**src/rtl/vseq_pkg.sv**
```systemverilog
package vseq_pkg;

  localparam int DW = 8;
  localparam int AW = 16;

  // status bit masks
  localparam logic [DW-1:0] P_IMASK = 8'h04;
  localparam logic [DW-1:0] P_BRKB  = 8'h10;
  localparam logic [DW-1:0] P_ONE   = 8'h20;

  localparam logic [DW-1:0] D_ONE = 8'd1;
  localparam logic [AW-1:0] A_ONE = 16'd1;

  typedef enum logic [3:0] {
    ST_IDLE,
    ST_DUM0,
    ST_DUM1,
    ST_PSH_H,
    ST_PSH_L,
    ST_PSH_P,
    ST_VLO,
    ST_VHI,
    ST_RSTK,
    ST_PUL_P,
    ST_PUL_L,
    ST_PUL_H
  } seq_state_e;

  typedef enum logic [2:0] {
    K_BRK,
    K_IRQ,
    K_NMI,
    K_RST,
    K_RTI
  } seq_kind_e;

endpackage

```
**src/rtl/vseq_nmi_latch.sv**
```systemverilog
module vseq_nmi_latch (
  input  logic clk_i,
  input  logic rst_ni,
  input  logic nmi_n_i,
  input  logic clr_i,
  output logic pend_o
);

  logic lvl_q;
  logic pend_q;
  logic pend_d;
  logic fall;

  // a high-to-low change between two samples is a new request
  assign fall = lvl_q & ~nmi_n_i;

  // a fresh edge wins over a clear in the same cycle
  always_comb begin
    pend_d = fall | (pend_q & ~clr_i);
  end

  always_ff @(posedge clk_i or negedge rst_ni) begin
    if (!rst_ni) begin
      lvl_q  <= 1'b1;
      pend_q <= 1'b0;
    end else begin
      lvl_q  <= nmi_n_i;
      pend_q <= pend_d;
    end
  end

  assign pend_o = pend_q;

endmodule

```
**src/rtl/vseq_ctrl.sv**
```systemverilog
module vseq_ctrl
  import vseq_pkg::*;
#(
  parameter logic [AW-1:0] VEC_NMI = 16'hFFFA,
  parameter logic [AW-1:0] VEC_RST = 16'hFFFC,
  parameter logic [AW-1:0] VEC_IRQ = 16'hFFFE
) (
  input  logic          clk_i,
  input  logic          rst_ni,
  input  logic          brk_i,
  input  logic          rti_i,
  input  logic          boundary_i,
  input  logic          irq_n_i,
  input  logic          nmi_pend_i,
  input  logic [AW-1:0] pc_i,
  input  logic [DW-1:0] sp_i,
  input  logic [DW-1:0] p_i,
  input  logic [DW-1:0] rdata_i,
  output seq_state_e    state_o,
  output seq_kind_e     kind_o,
  output logic [AW-1:0] pc_o,
  output logic [AW-1:0] vec_o,
  output logic [DW-1:0] sp_o,
  output logic [DW-1:0] p_o,
  output logic          nmi_clr_o,
  output logic          done_o
);

  seq_state_e    state_q, state_d;
  seq_kind_e     kind_q, kind_d;
  logic [AW-1:0] pc_q, pc_d;
  logic [AW-1:0] vec_q, vec_d;
  logic [DW-1:0] sp_q, sp_d;
  logic [DW-1:0] p_q, p_d;
  logic [DW-1:0] lo_q, lo_d;
  logic          done_q, done_d;
  logic          start;
  logic          ld_en;
  logic          clr;

  // next-state process
  always_comb begin
    state_d = state_q;
    kind_d  = kind_q;
    pc_d    = pc_q;
    vec_d   = vec_q;
    sp_d    = sp_q;
    p_d     = p_q;
    lo_d    = lo_q;
    done_d  = 1'b0;
    start   = 1'b0;
    clr     = 1'b0;
    unique case (state_q)
      ST_IDLE: begin
        if (rti_i) begin
          start   = 1'b1;
          kind_d  = K_RTI;
          state_d = ST_DUM1;
        end else if (brk_i) begin
          start   = 1'b1;
          kind_d  = K_BRK;
          vec_d   = VEC_IRQ;
          state_d = ST_DUM1;
        end else if (boundary_i && nmi_pend_i) begin
          start   = 1'b1;
          clr     = 1'b1;
          kind_d  = K_NMI;
          vec_d   = VEC_NMI;
          state_d = ST_DUM0;
        end else if (boundary_i && !irq_n_i && ((p_i & P_IMASK) == '0)) begin
          start   = 1'b1;
          kind_d  = K_IRQ;
          vec_d   = VEC_IRQ;
          state_d = ST_DUM0;
        end
        if (start) begin
          pc_d = pc_i;
          sp_d = sp_i;
          p_d  = p_i;
        end
      end
      ST_DUM0: state_d = ST_DUM1;
      ST_DUM1: state_d = (kind_q == K_RTI) ? ST_RSTK : ST_PSH_H;
      ST_PSH_H: begin
        sp_d    = sp_q - D_ONE;
        state_d = ST_PSH_L;
      end
      ST_PSH_L: begin
        sp_d    = sp_q - D_ONE;
        state_d = ST_PSH_P;
      end
      ST_PSH_P: begin
        sp_d    = sp_q - D_ONE;
        p_d     = (p_q | P_IMASK | P_ONE) & ~P_BRKB;
        state_d = ST_VLO;
        // late take-over of the vector by a pending non-maskable request
        if ((kind_q == K_BRK || kind_q == K_IRQ) && nmi_pend_i) begin
          vec_d = VEC_NMI;
          clr   = 1'b1;
        end
      end
      ST_VLO: begin
        lo_d    = rdata_i;
        state_d = ST_VHI;
      end
      ST_VHI: begin
        pc_d    = {rdata_i, lo_q};
        done_d  = 1'b1;
        state_d = ST_IDLE;
      end
      ST_RSTK: begin
        sp_d    = sp_q + D_ONE;
        state_d = ST_PUL_P;
      end
      ST_PUL_P: begin
        p_d     = (rdata_i | P_ONE) & ~P_BRKB;
        sp_d    = sp_q + D_ONE;
        state_d = ST_PUL_L;
      end
      ST_PUL_L: begin
        lo_d    = rdata_i;
        sp_d    = sp_q + D_ONE;
        state_d = ST_PUL_H;
      end
      ST_PUL_H: begin
        pc_d    = {rdata_i, lo_q};
        done_d  = 1'b1;
        state_d = ST_IDLE;
      end
      default: state_d = ST_IDLE;
    endcase
  end

  assign ld_en = (state_q != ST_IDLE) | start;

  // register process; reset lands in the start-up entry
  always_ff @(posedge clk_i or negedge rst_ni) begin
    if (!rst_ni) begin
      state_q <= ST_DUM0;
      kind_q  <= K_RST;
      pc_q    <= '0;
      vec_q   <= VEC_RST;
      sp_q    <= '0;
      p_q     <= '0;
      lo_q    <= '0;
      done_q  <= 1'b0;
    end else begin
      state_q <= state_d;
      done_q  <= done_d;
      if (ld_en) begin
        kind_q <= kind_d;
        pc_q   <= pc_d;
        vec_q  <= vec_d;
        sp_q   <= sp_d;
        p_q    <= p_d;
        lo_q   <= lo_d;
      end
    end
  end

  assign state_o   = state_q;
  assign kind_o    = kind_q;
  assign pc_o      = pc_q;
  assign vec_o     = vec_q;
  assign sp_o      = sp_q;
  assign p_o       = p_q;
  assign nmi_clr_o = clr;
  assign done_o    = done_q;

endmodule

```
**src/rtl/vseq_bus.sv**
```systemverilog
module vseq_bus
  import vseq_pkg::*;
#(
  parameter logic [DW-1:0] STK_PAGE = 8'h01
) (
  input  seq_state_e    state_i,
  input  seq_kind_e     kind_i,
  input  logic [AW-1:0] pc_i,
  input  logic [AW-1:0] vec_i,
  input  logic [DW-1:0] sp_i,
  input  logic [DW-1:0] p_i,
  output logic [AW-1:0] addr_o,
  output logic          we_o,
  output logic [DW-1:0] wdata_o
);

  logic [AW-1:0] stk_addr;
  logic [AW-1:0] ret;
  logic          push_we;

  assign stk_addr = {STK_PAGE, sp_i};
  assign ret      = pc_i + ((kind_i == K_BRK) ? A_ONE : '0);
  // the start-up entry walks the stack without writing
  assign push_we  = (kind_i != K_RST);

  always_comb begin
    addr_o  = pc_i;
    we_o    = 1'b0;
    wdata_o = '0;
    unique case (state_i)
      ST_IDLE, ST_DUM0, ST_DUM1: addr_o = pc_i;
      ST_PSH_H: begin
        addr_o  = stk_addr;
        we_o    = push_we;
        wdata_o = push_we ? ret[AW-1:DW] : '0;
      end
      ST_PSH_L: begin
        addr_o  = stk_addr;
        we_o    = push_we;
        wdata_o = push_we ? ret[DW-1:0] : '0;
      end
      ST_PSH_P: begin
        addr_o = stk_addr;
        we_o   = push_we;
        if (!push_we)
          wdata_o = '0;
        else if (kind_i == K_BRK)
          wdata_o = p_i | P_BRKB | P_ONE;
        else
          wdata_o = (p_i | P_ONE) & ~P_BRKB;
      end
      ST_VLO: addr_o = vec_i;
      ST_VHI: addr_o = vec_i + A_ONE;
      ST_RSTK, ST_PUL_P, ST_PUL_L, ST_PUL_H: addr_o = stk_addr;
      default: addr_o = pc_i;
    endcase
  end

endmodule

```
**src/rtl/vector_seq.sv**
```systemverilog
module vector_seq
  import vseq_pkg::*;
#(
  parameter logic [DW-1:0] STK_PAGE = 8'h01,
  parameter logic [AW-1:0] VEC_NMI  = 16'hFFFA,
  parameter logic [AW-1:0] VEC_RST  = 16'hFFFC,
  parameter logic [AW-1:0] VEC_IRQ  = 16'hFFFE
) (
  input  logic          clk_i,
  input  logic          rst_ni,
  input  logic          brk_i,
  input  logic          rti_i,
  input  logic          boundary_i,
  input  logic          nmi_n_i,
  input  logic          irq_n_i,
  input  logic [AW-1:0] pc_i,
  input  logic [DW-1:0] sp_i,
  input  logic [DW-1:0] p_i,
  input  logic [DW-1:0] rdata_i,
  output logic [AW-1:0] addr_o,
  output logic          we_o,
  output logic [DW-1:0] wdata_o,
  output logic          busy_o,
  output logic          done_o,
  output logic [AW-1:0] pc_o,
  output logic [DW-1:0] sp_o,
  output logic [DW-1:0] p_o
);

  seq_state_e    state;
  seq_kind_e     kind;
  logic [AW-1:0] pc_r;
  logic [AW-1:0] vec_r;
  logic [DW-1:0] sp_r;
  logic [DW-1:0] p_r;
  logic          nmi_pend;
  logic          nmi_clr;

  vseq_nmi_latch i_nmi (
    .clk_i   (clk_i),
    .rst_ni  (rst_ni),
    .nmi_n_i (nmi_n_i),
    .clr_i   (nmi_clr),
    .pend_o  (nmi_pend)
  );

  vseq_ctrl #(
    .VEC_NMI (VEC_NMI),
    .VEC_RST (VEC_RST),
    .VEC_IRQ (VEC_IRQ)
  ) i_ctrl (
    .clk_i      (clk_i),
    .rst_ni     (rst_ni),
    .brk_i      (brk_i),
    .rti_i      (rti_i),
    .boundary_i (boundary_i),
    .irq_n_i    (irq_n_i),
    .nmi_pend_i (nmi_pend),
    .pc_i       (pc_i),
    .sp_i       (sp_i),
    .p_i        (p_i),
    .rdata_i    (rdata_i),
    .state_o    (state),
    .kind_o     (kind),
    .pc_o       (pc_r),
    .vec_o      (vec_r),
    .sp_o       (sp_r),
    .p_o        (p_r),
    .nmi_clr_o  (nmi_clr),
    .done_o     (done_o)
  );

  vseq_bus #(
    .STK_PAGE (STK_PAGE)
  ) i_bus (
    .state_i (state),
    .kind_i  (kind),
    .pc_i    (pc_r),
    .vec_i   (vec_r),
    .sp_i    (sp_r),
    .p_i     (p_r),
    .addr_o  (addr_o),
    .we_o    (we_o),
    .wdata_o (wdata_o)
  );

  assign busy_o = (state != ST_IDLE);
  assign pc_o   = pc_r;
  assign sp_o   = sp_r;
  assign p_o    = p_r;

endmodule

```
**config.mk**
```make
export PLATFORM = sky130hd
export DESIGN_NAME = vector_seq
export DESIGN_NICKNAME = d
export VERILOG_FILES = /design/src/rtl/vseq_pkg.sv /design/src/rtl/vseq_nmi_latch.sv /design/src/rtl/vseq_ctrl.sv /design/src/rtl/vseq_bus.sv /design/src/rtl/vector_seq.sv
export SDC_FILE = /design/constraint.sdc
export NUM_CORES = 1
export LEC_CHECK = 0
export ABC_AREA = 1
export CORE_UTILIZATION = 50
export DETAILED_ROUTE_END_ITERATION = 16
export DONT_BUFFER_PORTS = 1
export PLACE_DENSITY = 0.77
export REMOVE_ABC_BUFFERS = 1
export SLEW_MARGIN = 0
export SYNTH_ARGS = -nofsm -noshare
export SYNTH_HDL_FRONTEND = slang
export SYNTH_SLANG_ARGS = --single-unit
```
**constraint.sdc**
```tcl
create_clock -name clk_i -period 2.85 [get_ports clk_i]
set_clock_uncertainty 0.1 [all_clocks]
set_input_delay 0.1425 -clock clk_i [delete_from_list [all_inputs] [get_ports clk_i]]
set_output_delay 0.1425 -clock clk_i [all_outputs]
set_load 0.05 [all_outputs]
```
==> metrics.md <==
| Metric | Value |
|---|---|
| Mapped Area | 3450 um2 |
| Total negative setup slack | -0.0942 ns |
| Clock slew at the register clock pins of the worst setup and hold paths | 0.11 ns |
| Number of DRC markers in iteration 0 | 353 |
| Setup crit start | i_ctrl.kind_o[2]$_DFFE_PN0P_ |
| Total half-perimeter wirelength after legalization and detailed placement | 7490 um |
| Effective utilization at floorplan | 0.531 |
| Number of enable-type register cells in the synthesized netlist | 0 |
| Total of warnings raised by yosys | 0 |
| GP Congestion | between 0.9 and 1 |
| Worst flop-to-flop path endpoint | i_ctrl.pc_o[12]$_DFFE_PN0P_ |
| Fin area | 4440 um2 |
| Kind of cell adding the most delay to the critical path | simple AND/OR/NAND/NOR gates |
| Diode count | 0 |
| Most used flip-flop cell after synthesis | sky130_fd_sc_hd__dfrtp_1 |
| DRC viols | 0 |
| Worst endpoint data arrival time | 2.70 ns |
| Global-route wire length before repair | between 15,000 and 20,000 um |
| Share of the yosys chip area belonging to registers | 0.379 |
| Vertical die dimension | 85.0 um |
| Layout area overhead | 28.8% |
| Type of the worst min-delay path | in -> reg |
| Share of synthesized flip-flops with an asynchronous set or reset | 1.00 |
| Detail Route Antenna Nets | 0 |
| Placeable Area | 6490 um2 |
| Wire length per cell | approximately 17 um |
| Hold slack final | -0.0119 ns |
| Status | finished with violations |
| Buffers on Ports | 0 |
| End point of the worst hold path | i_ctrl.pc_o[13]$_DFFE_PN0P_ |
| RSZ-0062 raised after global routing | true |
| Failing checks | hold timing, setup timing |
| Kind of start point of the critical path | flop |
| Worst Max-Slew Pin Slew | 0.689 ns |
| Uppermost layer routed | met4 |
| Maximum single-stage delay on the critical path | 0.39 ns |
| Number of vias per cell after detailed routing | 5.88 |
| Total of max-cap violations | 0 |
| Cell Rows | 29 |
| Number of sinks on the clock net | 52 |
| Overall die area | 7230 um2 |
| Maximum operating frequency | 0.340 GHz |
| CTS Buf Count | 5 |
| Crit share post-route | 1.03 |
| Drt first pass iters | 5 |
| Boundary Pins | 106 |
| Total number of H-tree levels | 2 |
| Flops & latches, synth | 52 |
| Clock root buffer master | sky130_fd_sc_hd__clkbuf_8 |
| Number of inserted filler cells in the final layout | 528 |
| Depth of the worst register-to-register path | 8 |
| Worst reg2reg path startpoint | i_ctrl.state_o[3]$_DFFE_PN0P_ |
| Cell count after synthesis | 484 |
| Later-pin clock latency in the skew report | 0.32 ns |
| Number of global-route vias before repair | about 3,600 |
| Number of cells in the design after placement | 589 |
| Mean post-synth cell area | 7.12 um2 |
| Hold_sp | pc_i[13] |
| Number of buffers on the longest clock path | 2 |
| Total congestion overflow after global routing | 0 |
| Total length of routed met2 wires | 5070 um |
| Final critical-path required period | roughly 2.9 ns |
| Critical path data required time | 2.61 ns |
| TritonCTS clock tree | built |
| Number of distinct library cells after synthesis | 44 |
| Met3 wire len | 1060 um |
| Final Setup Violations | 1 |
| Cell Chain, Critical Path | nor2_1 -> inv_1 -> nor2_2 -> ha_2 -> ha_4 -> nand4_1 -> nor3_4 -> inv_1 -> nor2_2 -> xor2_1 -> o21ai_1 -> buf_6 |
| Total routed wirelength | around 11,000 um |
| Final-report max-slew violation count | 0 |
| Depth of the worst hold-timing path | 2 |
| CP Depth | 12 |
| Slew Limit Headroom | 0.537 |
| CP endpoint kind | primary output |
| Count of buffer and inverter cells on the critical path | 3 |
| Reg2Reg Setup Slack | approximately 0.21 ns |
| Worst path setup slack after routing | -0.0942 ns |
| Vias | 3,803 |
| Cell type of the slowest stage on the worst timing path | sky130_fd_sc_hd__dfrtp_1 |
| Layout cells sized above 1 | 0.182 |
| Wire length on met1 | 4480 um |
| Non-filler cells in the finished layout | 647 |
| Maximum fanout along the worst path | 4 |
| Die width | 85.0 um |
| Hold Violations, Final | 1 |
| Net count of the finished layout | 619 |
| Pin count of the biggest net entering global routing | between 50 and 60 |
| Number of antenna violations at the first check in global routing | 0 |
| GRT Total Usage | 0.301 |
| Area of placed instances | 3770 um2 |
| Crit path kind | reg -> out |
==> metal layers <==
| layer | track usage | up-vias |
|---|---|---|
| met5 | 0 | - |
| met4 | 0.0847 | 0 |
| li1 | - | 1761 |
| met3 | 0.0535 | 40 |
| met1 | 0.413 | 1766 |
| met2 | 0.491 | 236 |
==> state kept, by name, indices dropped and copies added (netlist names) <==
signal          flops
i_ctrl.pc_o        16
i_nmi.lvl_q         1
i_ctrl.vec_o        2
i_ctrl.done_o       1
i_ctrl.sp_o         8
i_ctrl.state_o      4
i_ctrl.p_o          8
i_ctrl.lo_q         8
i_nmi.pend_o        1
i_ctrl.kind_o       3
==> worst max-delay path by stage <==
stage | to | slack (ns)
6_report | wdata_o[2] | -0.09
5_1_grt | wdata_o[2] | -0.21
4_1_cts | wdata_o[2] | 0.06
3_5_place_dp | wdata_o[6] | 0.32
3_3_place_gp | wdata_o[6] | 0.40
2_1_floorplan | wdata_o[4] | -0.27
==> layout by cell type, fill, tap and decap left out, types with 2 or more instances in the layout <==
cell type,count
sky130_fd_sc_hd__a211oi_1,6
sky130_fd_sc_hd__a211oi_2,2
sky130_fd_sc_hd__a21oi_1,11
sky130_fd_sc_hd__a22oi_1,3
sky130_fd_sc_hd__a31oi_1,6
sky130_fd_sc_hd__a41oi_1,2
sky130_fd_sc_hd__buf_4,38
sky130_fd_sc_hd__buf_6,3
sky130_fd_sc_hd__clkbuf_8,5
sky130_fd_sc_hd__dfrtp_1,47
sky130_fd_sc_hd__dfstp_2,5
sky130_fd_sc_hd__dlygate4sd3_1,45
sky130_fd_sc_hd__inv_1,55
sky130_fd_sc_hd__inv_2,12
sky130_fd_sc_hd__inv_6,2
sky130_fd_sc_hd__nand2_1,108
sky130_fd_sc_hd__nand2_2,3
sky130_fd_sc_hd__nand2_4,2
sky130_fd_sc_hd__nand3_1,27
sky130_fd_sc_hd__nand3_2,3
sky130_fd_sc_hd__nand3b_1,2
sky130_fd_sc_hd__nand4_1,4
sky130_fd_sc_hd__nor2_1,60
sky130_fd_sc_hd__nor2_2,9
sky130_fd_sc_hd__nor2_4,8
sky130_fd_sc_hd__nor3_1,26
sky130_fd_sc_hd__o211ai_1,6
sky130_fd_sc_hd__o21ai_0,28
sky130_fd_sc_hd__o21ai_1,14
sky130_fd_sc_hd__o22ai_1,2
sky130_fd_sc_hd__xor2_1,6
==> cells by family (layout without fill, tap and decap cells) <==
logic type / count (synthesis) / in the layout / share of synthesized area
AOI/OAI and AO/OA: 89 / 89 / 0.161
adders and majority gates: 3 / 3 / 0.0109
DFF: 52 / 52 / 0.379
buffers and inverters: 77 / 163 / 0.0911
xor gates and xnor gates: 7 / 7 / 0.0178
and+or+nand+nor: 256 / 256 / 0.340
==> metrics by stage <==
stage | setup WS (ns) | utilization
6_report | -0.0942 | 0.684
5_1_grt | -0.212 | 0.684
4_1_cts | 0.0550 | 0.669
3_5_place_dp | 0.324 | 0.580
3_3_place_gp | 0.398 | 0.580
2_1_floorplan | -0.265 | -
==> Yosys cell counts, types with 2 or more instances <==
master,count,share of area
sky130_fd_sc_hd__nand2_1,109,0.12
sky130_fd_sc_hd__nor2_1,64,0.070
sky130_fd_sc_hd__inv_1,56,0.061
sky130_fd_sc_hd__dfrtp_1,47,0.34
sky130_fd_sc_hd__o21ai_0,40,0.058
sky130_fd_sc_hd__nand3_1,29,0.042
sky130_fd_sc_hd__nor3_1,27,0.039
sky130_fd_sc_hd__a21oi_1,11,0.016
sky130_fd_sc_hd__inv_2,11,0.012
sky130_fd_sc_hd__nor2_2,7,0.013
sky130_fd_sc_hd__a211oi_1,6,0.013
sky130_fd_sc_hd__a31oi_1,6,0.011
sky130_fd_sc_hd__buf_2,6,0.0087
sky130_fd_sc_hd__nor2_4,6,0.020
sky130_fd_sc_hd__o211ai_1,6,0.013
sky130_fd_sc_hd__xor2_1,6,0.015
sky130_fd_sc_hd__dfstp_2,5,0.038
sky130_fd_sc_hd__nand4_1,4,0.0073
sky130_fd_sc_hd__a22oi_1,3,0.0065
sky130_fd_sc_hd__ha_1,3,0.011
sky130_fd_sc_hd__a211oi_2,2,0.0073
sky130_fd_sc_hd__a41oi_1,2,0.0051
sky130_fd_sc_hd__buf_6,2,0.0065
sky130_fd_sc_hd__nand2_2,2,0.0036
sky130_fd_sc_hd__nand2_4,2,0.0065
sky130_fd_sc_hd__nand3b_1,2,0.0044
sky130_fd_sc_hd__o21ai_1,2,0.0029
sky130_fd_sc_hd__o22ai_1,2,0.0036
==> cell type report <==
class | instances | area [um2] | area share
clock buffer | 5 | 68.8 | 0.0155
clock inverter | 3 | 28.8 | 0.00648
inverter | 68 | 258 | 0.0580
multi-input combinational | 355 | 1890 | 0.425
sequential | 52 | 1310 | 0.294
tap | 77 | 96.3 | 0.0217
timing repair buffer | 87 | 797 | 0.179
==> repair_timing <==
action                                 CTS  global route
setup buffers                            0             4
endpoints found under the hold margin   98             0
pin swaps                                0             8
hold buffers                            46             0
gates resized for setup                  1            17
setup endpoints to repair                3             7
Power is not shown: default switching activity piles up to over one toggle a cycle in this logic, so the estimate is an artifact.
